===== config.mk =====
export PLATFORM = sky130hd
export DESIGN_NAME = prio_irq_ctrl
export DESIGN_NICKNAME = d
export VERILOG_FILES = /design/src/rtl/prio_irq_pkg.sv /design/src/rtl/prio_irq_scan.sv /design/src/rtl/prio_irq_regs.sv /design/src/rtl/prio_irq_pick.sv /design/src/rtl/prio_irq_ctrl.sv
export SDC_FILE = /design/constraint.sdc
export NUM_CORES = 1
export LEC_CHECK = 0
export BUFFER_PORTS_ARGS = -buffer_cell sky130_fd_sc_hd__buf_2
export CORE_UTILIZATION = 51
export CTS_CLUSTER_SIZE = 10
export DETAILED_ROUTE_END_ITERATION = 16
export PLACE_DENSITY_LB_ADDON = 0.12
export REMOVE_ABC_BUFFERS = 1
export SETUP_SLACK_MARGIN = 0.05
export SLEW_MARGIN = 30
export SYNTH_ARGS = -nofsm -noshare
export SYNTH_HDL_FRONTEND = slang
export SYNTH_SLANG_ARGS = --single-unit

===== constraint.sdc =====
create_clock -name clk_i -period 2.4 [get_ports clk_i]
set_input_delay 0.12 -clock clk_i [delete_from_list [all_inputs] [get_ports clk_i]]
set_output_delay 0.12 -clock clk_i [all_outputs]
set_load 0.01 [all_outputs]

===== src/rtl/prio_irq_pkg.sv =====
package prio_irq_pkg;
  typedef enum logic [1:0] {
    WR_MASK    = 2'd0,
    WR_GEN     = 2'd1,
    WR_CLR_INH = 2'd2,
    WR_NOP     = 2'd3
  } wr_kind_e;
endpackage


===== src/rtl/prio_irq_scan.sv =====
module prio_irq_scan #(
  parameter int N_LINES  = 16,
  parameter int SCAN_CYC = 4
) (
  input  logic               clk_i,
  input  logic               rst_ni,
  input  logic [N_LINES-1:0] irq_i,
  input  logic [N_LINES-1:0] clr_i,
  output logic [N_LINES-1:0] pend_o
);
  localparam int CW = (SCAN_CYC > 1) ? $clog2(SCAN_CYC) : 1;

  logic [CW-1:0]      cnt_q;
  logic [N_LINES-1:0] pend_q;
  logic               tick;

  assign tick = (cnt_q == CW'(SCAN_CYC - 1));

  always_ff @(posedge clk_i or negedge rst_ni) begin
    if (!rst_ni) begin
      cnt_q  <= '0;
      pend_q <= '0;
    end else begin
      cnt_q  <= tick ? '0 : cnt_q + 1'b1;
      // a fresh sample wins over a same-cycle accept
      pend_q <= (pend_q & ~clr_i) | (tick ? irq_i : '0);
    end
  end

  assign pend_o = pend_q;
endmodule


===== src/rtl/prio_irq_regs.sv =====
module prio_irq_regs
  import prio_irq_pkg::*;
#(
  parameter int N_GROUPS = 2,
  parameter int GRP_W    = 1
) (
  input  logic                  clk_i,
  input  logic                  rst_ni,
  input  logic                  wr_en_i,
  input  logic [1:0]            wr_kind_i,
  input  logic [GRP_W-1:0]      wr_grp_i,
  input  logic [7:0]            wr_data_i,
  input  logic                  jam_i,
  output logic [N_GROUPS*8-1:0] arm_o,
  output logic [N_GROUPS-1:0]   gen_o,
  output logic                  inhibit_o
);
  logic inh_q;

  for (genvar g = 0; g < N_GROUPS; g++) begin : g_grp
    logic [7:0] mask_q;
    logic       en_q;
    logic       sel;

    assign sel = wr_en_i && (wr_grp_i == GRP_W'(g));

    always_ff @(posedge clk_i or negedge rst_ni) begin
      if (!rst_ni) begin
        mask_q <= '0;
        en_q   <= 1'b0;
      end else begin
        if (sel && wr_kind_i == WR_MASK) mask_q <= wr_data_i;
        if (sel && wr_kind_i == WR_GEN)  en_q   <= wr_data_i[0];
      end
    end

    assign arm_o[g*8 +: 8] = mask_q;
    assign gen_o[g]        = en_q;
  end

  always_ff @(posedge clk_i or negedge rst_ni) begin
    if (!rst_ni)                                  inh_q <= 1'b0;
    else if (jam_i)                               inh_q <= 1'b1;
    else if (wr_en_i && wr_kind_i == WR_CLR_INH)  inh_q <= 1'b0;
  end

  assign inhibit_o = inh_q;
endmodule


===== src/rtl/prio_irq_pick.sv =====
module prio_irq_pick #(
  parameter int N_LINES = 16,
  parameter int IDX_W   = 4
) (
  input  logic [N_LINES-1:0] elig_i,
  output logic               hit_o,
  output logic [IDX_W-1:0]   idx_o
);
  always_comb begin
    hit_o = 1'b0;
    idx_o = '0;
    // descending scan so the lowest index is the last writer
    for (int i = N_LINES - 1; i >= 0; i--) begin
      if (elig_i[i]) begin
        hit_o = 1'b1;
        idx_o = IDX_W'(i);
      end
    end
  end
endmodule


===== src/rtl/prio_irq_ctrl.sv =====
module prio_irq_ctrl #(
  parameter int N_GROUPS = 2,
  parameter int SCAN_CYC = 4,
  parameter int ADDR_W   = 16,
  parameter int VEC_BASE = 'h40,
  localparam int N_LINES = N_GROUPS * 8,
  localparam int IDX_W   = $clog2(N_LINES),
  localparam int GRP_W   = (N_GROUPS > 1) ? $clog2(N_GROUPS) : 1
) (
  input  logic               clk_i,
  input  logic               rst_ni,
  input  logic [N_LINES-1:0] irq_i,
  input  logic               boundary_i,
  input  logic               ack_i,
  input  logic               svc_jam_i,
  input  logic               wr_en_i,
  input  logic [1:0]         wr_kind_i,
  input  logic [GRP_W-1:0]   wr_grp_i,
  input  logic [7:0]         wr_data_i,
  output logic               req_o,
  output logic [IDX_W-1:0]   line_o,
  output logic [ADDR_W-1:0]  vec_o,
  output logic               inhibit_o
);
  logic [N_LINES-1:0]  pend, arm, gen_x, elig, clr;
  logic [N_GROUPS-1:0] gen;
  logic                hit;
  logic [IDX_W-1:0]    idx;

  prio_irq_scan #(.N_LINES(N_LINES), .SCAN_CYC(SCAN_CYC)) u_scan (
    .clk_i(clk_i), .rst_ni(rst_ni), .irq_i(irq_i), .clr_i(clr), .pend_o(pend)
  );

  prio_irq_regs #(.N_GROUPS(N_GROUPS), .GRP_W(GRP_W)) u_regs (
    .clk_i(clk_i), .rst_ni(rst_ni), .wr_en_i(wr_en_i), .wr_kind_i(wr_kind_i),
    .wr_grp_i(wr_grp_i), .wr_data_i(wr_data_i), .jam_i(svc_jam_i),
    .arm_o(arm), .gen_o(gen), .inhibit_o(inhibit_o)
  );

  for (genvar g = 0; g < N_GROUPS; g++) begin : g_gen
    assign gen_x[g*8 +: 8] = {8{gen[g]}};
  end

  assign elig = pend & arm & gen_x;

  prio_irq_pick #(.N_LINES(N_LINES), .IDX_W(IDX_W)) u_pick (
    .elig_i(elig), .hit_o(hit), .idx_o(idx)
  );

  assign req_o  = boundary_i && !inhibit_o && hit;
  assign line_o = idx;
  assign vec_o  = ADDR_W'(VEC_BASE) + (ADDR_W'(idx) << 1);
  assign clr    = (req_o && ack_i) ? (N_LINES'(1) << idx) : '0;
endmodule


**Word level (Yosys, flattened, before mapping)**

Index checks and enable logic that the tools add are counted.

- Add/sub/neg operators: 2
- Bitwise gates (word level): 6
- Reduce and logical (&&, ||, !) cells: 13
- Equal/unequal tests: 3
- Shift-type cells: 1
- Multiplexer cells: 37

Operators by type and width:

| kind | number |
|---|---|
| $mux 4 | 16 |
| $and 16x16->16 | 3 |
| $mux 16 | 2 |
| $mux 1 | 18 |
| $not 16->16 | 1 |
| $or 16x16->16 | 1 |
| $shl 1x4->16 const A | 1 |
| $logic_and 1x1->1 | 10 |
| $add 7x5->8 const A | 1 |
| $eq 2x2->1 const B | 2 |
| $add 2x1->2 const B | 1 |
| $eq 2x1->1 const B | 1 |
| $logic_not 2->1 | 1 |
| $mux 2 | 1 |
| $reduce_bool 2->1 | 1 |
| $logic_not 1->1 | 1 |
| $not 1->1 | 1 |

- Logic and storage cells: 69
- Output and inout port bits: 22
- Register bits after elaboration: 37

**Depth between registers and ports, before layout**

Gate-level depths: netlist of the first run.

- Word-level depth: 24
- Gate-level depth with buffers: 7
- Depth with buffers taken out: 7

**Cells and area by module**

Synthesis of the first run repeated with hierarchy kept, for this count alone.

- Cells, all modules: 209
- Area, all modules: 2069.5 µm²

By module, submodules not included:

| module | area each (µm²) | times used | seq. area each (µm²) | cells each |
|---|---|---|---|---|
| prio_irq_regs | 770.7 | 1 | 475.5 | 46 |
| prio_irq_scan | 726.9 | 1 | 450.4 | 70 |
| prio_irq_ctrl | 392.9 | 1 | 0.0 | 60 |
| prio_irq_pick | 178.9 | 1 | 0.0 | 33 |

**Least setup slack after synthesis of the first run**

No wires, ideal clock.

- Path kind: register to register
- From: register u_scan.pend_q[9] (netlist: u_scan.pend_o[9])
- To: register u_scan.pend_q[13] (netlist: u_scan.pend_o[13])
- Path buffers: 0
- Library setup time: 121 ps
- Slack: 349 ps
- Data arrival time: 1930 ps
- Cell stages (with the launch flop): 7
- Data required time: 2279 ps
- Cell sequence: dfrtp_1 > a22o_1 > o21ai_4 > o211ai_4 > or4_4 > or3b_1 > a22o_1

- Word-level cells in the longest chain between the ends: 18
- Elaborated cells between the ends (all ways): 29
- Those cells by class: 1 x shift; 21 x mux; 5 x bitwise; 2 x reduce/logical

RTL lines:

| element | line | RTL |
|---|---|---|
| from (decl) | prio_irq_scan.sv:14 | `logic [N_LINES-1:0] pend_q;` |
| from (signal assigned) | prio_irq_scan.sv:26 | `pend_q <= (pend_q & ~clr_i) \| (tick ? irq_i : '0);` |
| $and 16x16->16 (*) (2 in series) | prio_irq_ctrl.sv:44 | `assign elig = pend & arm & gen_x;` |
| $mux 1 (10 in series) | prio_irq_pick.sv:14 | `if (elig_i[i]) begin` |
| $logic_and 1x1->1 | prio_irq_ctrl.sv:50 | `assign req_o = boundary_i && !inhibit_o && hit;` |
| $logic_and 1x1->1 | prio_irq_ctrl.sv:53 | `assign clr = (req_o && ack_i) ? (N_LINES'(1) << idx) : '0;` |
| $mux 16 (*) | prio_irq_ctrl.sv:53 |  |
| $not 16->16 (*) | prio_irq_scan.sv:26 |  |
| $and 16x16->16 (*) | prio_irq_scan.sv:26 |  |
| $or 16x16->16 (*) | prio_irq_scan.sv:26 |  |

Mark *: on every way between the ends. The rest lies on a longest branch, timed or not.
A chain may end at the register's enable or synchronous reset.

**Final worst setup path of the first run**

Ends and elaborated chain as after synthesis.

==> results.py, run 1 <==
metrics = {
    "final_layout": {
        "fill_cells": 323,
        "final_util_pct": 61.6,
        "antenna_cells": 0,
        "syn_to_final_growth_pct": 15.2,
        "num-nets-final": 267,
        "multi_input_area_sq_um": 935,
        "drive_above_1_share_pct": 33.8,
        "design_area_sq_um": 2270,
        "regArea_sq_um": 926,
    },
    "route": {
        "vias": 1609,
        "routed_via_density": 5.71,
        "ant_nets": 0,
        "avgRoutedWirePerCell_um": 15.6,
        "dr.first_iter.drc_count": 66,
        "route.detailed.drc": 0,
        "drtPass1Iterations": 4,
        "drt-total-wl_mm": 4.41,
    },
    "yosys": {
        "synth_top_area_share_pct": 46.9,
        "yosysWarningCount": 0,
        "synth_area_sq_um": 1970,
        "syn_inst": 188,
        "synth_edf_count": 0,
        "synth_ff_type": "dfrtp_1",
        "synth_area_leader_cell": "dfrtp_1",
        "synth_cell_types": 39,
        "synth_common_cells": "dfrtp_1 (37), nand2_1 (33), mux2_2 (18), buf_4 (16), a22o_1 (11)",
        "ys_seq_area_share_pct": 46.9,
        "yosysMostFrequentCell": "dfrtp_1",
        "ys_seq_elements": 37,
        "syn_avg_cell_area_sq_um": 10.5,
        "async_flop_share_pct": 100,
        "synth_area_leaders": "dfrtp_1 (47%), mux2_2 (10%), nand2_1 (6.3%)",
    },
    "die": {
        "rows": 22,
        "dieHeight_um": 64.2,
        "core_sq_um": 3690,
        "start_util_pct": 53.5,
        "io_pins": 55,
        "die_w_um": 64.2,
        "die-area_sq_um": 4120,
    },
    "critical_path": {
        "critPathRequiredTime_ns": 2.58,
        "start_kind": "flop",
        "worstPathMaxFanout": 4,
        "reg2reg_slack_ns": 0.22,
        "worstSetupPathType": "reg -> reg",
        "worstSetupStartpoint": "u_scan.pend_o[9]",
        "rr_worst_depth": 6,
        "critPathCapture": "u_scan.pend_o[13]",
        "timing.rr.start": "u_scan.pend_o[9]",
        "r2r-end": "u_scan.pend_o[13]",
        "end_kind": "flop",
        "worst_ep_arrival_time_ns": 2.36,
    },
    "clock_tree": {
        "cts_tree": "yes",
        "numCtsBuffers": 5,
        "path_clk_slew_ns": 0.07,
        "clkLatencyLatePin_ns": 0.29,
        "cts-htree-levels": 2,
        "cts.path.max_buffers": 2,
        "cts_sinks": 37,
        "cts_root_buf": "clkbuf_8",
    },
    "sta": {
        "fin_skew_ns": 0.00776,
        "min_period_ns": 2.18,
        "hold_viol": 0,
        "setup_viol": 0,
        "worst_pin_slew_ns": 0.801,
        "slew_viol_final": 0,
        "clock.fmax_mhz": 459,
        "fin_crit_sh_pct": 90.8,
        "slew_headroom_pct": 46.6,
        "rsz0062_at_grt": "false",
    },
    "pwr": {
        "vdd_drop_max_uv": 437,
        "power_mw": 1.75,
        "cellPowerDensity_nw_per_um2": 769,
        "power.leakage_nw": 1.02,
    },
    "global_route": {
        "track_usage_pct": 23.4,
        "grt_max_degree": 38,
        "grt.overflow.total": 0,
        "grt_pass1_vias": 1516,
        "grt_pass1_wl_mm": 7.17,
        "antenna_found_initial": 0,
    },
    "place": {
        "portBuffers": 42,
        "place_area_sq_um": 2180,
        "gp_congestion": 0.873,
        "hpwl_mm": 3.34,
    },
    "hold_path": {
        "hp-class": "in -> reg",
    },
    "status": {
        "outcome": "complete, no violations",
    },
    "run": {
        "cap_viol_max_count": 0,
    },
}
[stage by stage]
stage / TNS, ns / std cells / setup slack, ns / hold slack, ns
6_report: 0 / 282 / 0.221 / 0.0200
5_1_grt: 0 / 282 / 0.160 / 0.0102
4_1_cts: 0 / 282 / 0.225 / 0.0130
3_5_place_dp: 0 / 273 / 0.245 / 0.254
3_3_place_gp: 0 / 273 / 0.281 / 0.240
2_1_floorplan: -0.0686 / 178 / -0.0686 / -0.176
[report_power, final]
group | internal (mW) | switching, mW | total (mW) | leakage, nW
Combinational | 0.235 | 0.336 | 0.571 | 0.591
Sequential | 0.699 | 0.0650 | 0.765 | 0.390
Clock | 0.206 | 0.205 | 0.411 | 0.0395
[critical path: stages, from the launching register on]
cell      delay, ns
dfrtp_1        0.39
a22o_1         0.28
o21ai_4        0.22
o211ai_4       0.11
or4_4          0.51
or3b_1         0.37
a22o_1         0.19
[per-layer routing]
metal | wire length, um | vias to the layer above | track usage (%)
met5 | 0 | - | 0
met4 | 60 | 0 | 6.94
met3 | 303 | 8 | 6.61
met2 | 2060 | 71 | 36.4
met1 | 1980 | 777 | 31.8
li1 | - | 753 | -
[repair_timing]
action,CTS,global route
resized for setup,0,0
setup buffers,0,0
hold buffers,1,0
setup endpoints to repair,0,0
endpoints found under the hold margin,37,0
[how the worst min path moves through the flow]
stage / start / endpoint / slack [ns] / cells after the start
5_1_grt: svc_jam_i / u_regs.inhibit_o / 0.01 / 2
4_1_cts: svc_jam_i / u_regs.inhibit_o / 0.01 / 2
3_5_place_dp: rst_ni / u_regs.g_grp[1].mask_q[4] / 0.25 / 1
6_report: svc_jam_i / u_regs.inhibit_o / 0.02 / 2
3_3_place_gp: rst_ni / u_scan.pend_o[12] / 0.24 / 1
2_1_floorplan: rst_ni / u_regs.g_grp[0].en_q / -0.18 / 0
[flip-flops by register name, summed over array words and instances (netlist names)]
signal,count
u_scan.pend_o,16
u_scan.cnt_q,2
u_regs.inhibit_o,1
u_regs.g_grp.mask_q,16
u_regs.g_grp.en_q,2
[layout make-up]
type / count / share of cell area, %
Tap cell: 48 / 2.64
Inverter: 3 / 0.606
Clock buffer: 8 / 3.52
Sequential cell: 37 / 40.7
Multi-Input combinational cell: 138 / 41.1
Timing Repair Buffer: 48 / 11.3
[placed cells by master, fill, tap and decap left out, types with 4 or more instances in the layout]
cell type  Yosys  final
buf_4         16      5
buf_2          1     42
mux2_2        18     18
a22o_1        11     11
o21ai_0        4      4
nand3_1        5      5
a21oi_1        7      7
nor2_1         5      5
conb_1         2     12
nand4_1        4      4
clkbuf_8       0      5
nand2_1       33     33
o31ai_1        5      5
dfrtp_1       37     37
[logic make-up (layout without fill, tap and decap cells)]
| family | Yosys count | count (layout) | share of synthesized area, % |
|---|---|---|---|
| simple gates | 62 | 62 | 16.2 |
| fa+ha+maj | 1 | 1 | 0.634 |
| compound gates | 45 | 45 | 18.0 |
| other cells | 2 | 12 | 0.381 |
| flops | 37 | 37 | 46.9 |
| buf+inv | 23 | 59 | 7.61 |
| mux | 18 | 18 | 10.3 |
(Power assumes the default switching activity.)
==> run 2: changes to the inputs <==
BUFFER_PORTS_ARGS = not set   (was -buffer_cell sky130_fd_sc_hd__buf_2)
DONT_BUFFER_PORTS = 1   (was not set)
clock period = 1.9 ns   (was 2.4 ns; I/O delays follow)
==> run 2 against run 1 <==
The flow now finishes with violations (negative setup slack). Critical path depth unchanged. Via count up 7.6%. Largest power group is now combinational cells. Sequential power increased by 24%. Combinational power is 120% higher. Final cell count grew 12%. Count of clock-buffer cells in the layout unchanged. Critical endpoint unchanged. Clock skew decreased by 0.0034 ns. First-iteration DRC count up 42%.
==> results.py, run 2 (synthesis gave the netlist of run 1 again) <==
metrics = {
    "route": {
        "avgRoutedWirePerCell_um": 16.6,
        "routed_via_density": 5.46,
        "drtPass1Iterations": 4,
        "dr.first_iter.drc_count": 94,
        "drt-total-wl_mm": 5.25,
        "vias": 1731,
        "route.detailed.drc": 0,
        "ant_nets": 0,
    },
    "global_route": {
        "grt_pass1_wl_mm": 8.41,
        "grt.overflow.total": 0,
        "antenna_found_initial": 0,
        "track_usage_pct": 27.5,
        "grt_pass1_vias": 1759,
        "grt_max_degree": 38,
    },
    "critical_path": {
        "timing.rr.start": "u_scan.pend_o[9]",
        "cpMostUsedCell": "a22o_1",
        "worstSetupStartpoint": "u_scan.pend_o[9]",
        "critPathRequiredTime_ns": 2.08,
        "cp_slowest_cell": "or4_4",
        "max_stage_delay_ns": 0.42,
        "worst_ep_arrival_time_ns": 2.20,
        "crit_chain": "a22o_1 -> o21ai_4 -> o211ai_4 -> or4_4 -> or3b_1 -> a22o_1",
        "worstPathMaxFanout": 2,
        "start_kind": "flop",
        "rr_worst_depth": 6,
        "end_kind": "flop",
        "worstSetupPathType": "reg -> reg",
    },
    "clock_tree": {
        "cts-htree-levels": 2,
        "clkLatencyLatePin_ns": 0.29,
        "cts_tree": "yes",
        "numCtsBuffers": 5,
        "cts_sinks": 37,
        "cts_root_buf": "clkbuf_8",
        "cts.path.max_buffers": 2,
        "path_clk_slew_ns": 0.07,
    },
    "die": {
        "io_pins": 55,
        "core_sq_um": 3690,
        "rows": 22,
        "start_util_pct": 53.5,
        "die-area_sq_um": 4120,
        "die_w_um": 64.2,
        "dieHeight_um": 64.2,
    },
    "sta": {
        "min_period_ns": 2.01,
        "fin_crit_sh_pct": 106,
        "clock.fmax_mhz": 497,
        "setup_slack_ns": -0.110,
        "fin_skew_ns": 0.00441,
        "final.setup.tns_ns": -0.638,
        "slew_viol_final": 0,
        "setup_viol": 10,
        "hold_viol": 0,
        "rsz0062_at_grt": "true",
    },
    "run": {
        "cap_viol_max_count": 0,
    },
    "pwr": {
        "power.leakage_nw": 1.26,
        "cellPowerDensity_nw_per_um2": 948,
        "vdd_drop_max_uv": 648,
    },
    "status": {
        "violations": "negative setup slack",
        "outcome": "complete, but fails checks",
    },
    "final_layout": {
        "layout_common_cells": "buf_4 (46), dfrtp_1 (37), nand2_1 (31)",
        "fill_cells": 242,
        "drive_above_1_share_pct": 40.9,
        "num-nets-final": 302,
        "syn_to_final_growth_pct": 47.1,
        "final_cells": 317,
        "layout_commonest_cell": "buf_4",
        "antenna_cells": 0,
    },
    "place": {
        "portBuffers": 0,
        "hpwl_mm": 3.56,
        "placedCellCount": 272,
        "post-place-ws_ns": -0.174,
        "gp_congestion": 0.886,
    },
    "hold_path": {
        "hold_start": "irq_i[15]",
        "hold_path_depth": 2,
        "hp-class": "in -> reg",
    },
}
run 2: cell count changes in the layout (fill, tap and decap cells not counted), sizes merged:
cell	change
dlygate4sd3	+23
buf	+12
run 2: per-layer routing:
layer / GRT usage (%) / part of all wire, % / up-vias
met1: 33.9 / 43 / 841
met5: 0 / 0 / -
met3: 5.54 / 4.3 / 7
met4: 10.0 / 1.3 / 0
li1: - / - / 831
met2: 47.6 / 51 / 52
run 2: stage by stage:
stage | cell area [sq um] | power (mW) | hold WS [ns] | utilization (%)
2_1_floorplan | 1870 | 1.42 | -0.201 | -
3_3_place_gp | 2280 | 1.81 | -0.200 | 61.8
3_5_place_dp | 2280 | 1.83 | -0.200 | 61.8
4_1_cts | 2740 | 2.58 | 0.0160 | 74.3
5_1_grt | 2900 | 2.90 | 0.0295 | 78.7
6_report | 2900 | 2.75 | 0.0150 | 78.7
run 2: worst paths after layout:
check	end	slack, ns
setup / recovery	u_scan.pend_o[13]	-0.11
hold / removal	u_scan.pend_o[15]	0.02
setup reg to reg	u_scan.pend_o[13]	-0.11
hold reg to reg	u_scan.cnt_q[0]	0.43
max in group asynchronous	u_regs.g_grp[0].en_q	1.43
min in group asynchronous	u_scan.pend_o[12]	0.27
run 2: worst max-delay path, delay by kind of cell (launching register included):
family          cells  cell delay (ns)
simple gates        2             0.77
compound gates      4             0.73
flops               1             0.39
run 2: cell type report:
type                    count  area (sq um)  area share [%]
clock buffers               8          80.1            2.76
inverters                   3          13.8           0.474
multi-input cells         138          1070            37.0
flip-flops and latches     37           926            31.9
well taps                  48          60.1            2.07
repair buffers             83           749            25.8
run 2: timing repair:
action,4_1_cts,5_1_grt
hold buffers,25,0
endpoints found under the setup margin,17,23
pin swaps,16,21
endpoints found under the hold margin,69,0
gates cloned,1,0
buffers inserted,5,6
resized for setup,16,30
run 2: power breakdown:
group / switching [mW] / internal [mW] / leakage, nW
Sequential: 0.0663 / 0.884 / 0.390
Combinational: 0.619 / 0.662 / 0.829
Clock: 0.260 / 0.260 / 0.0395
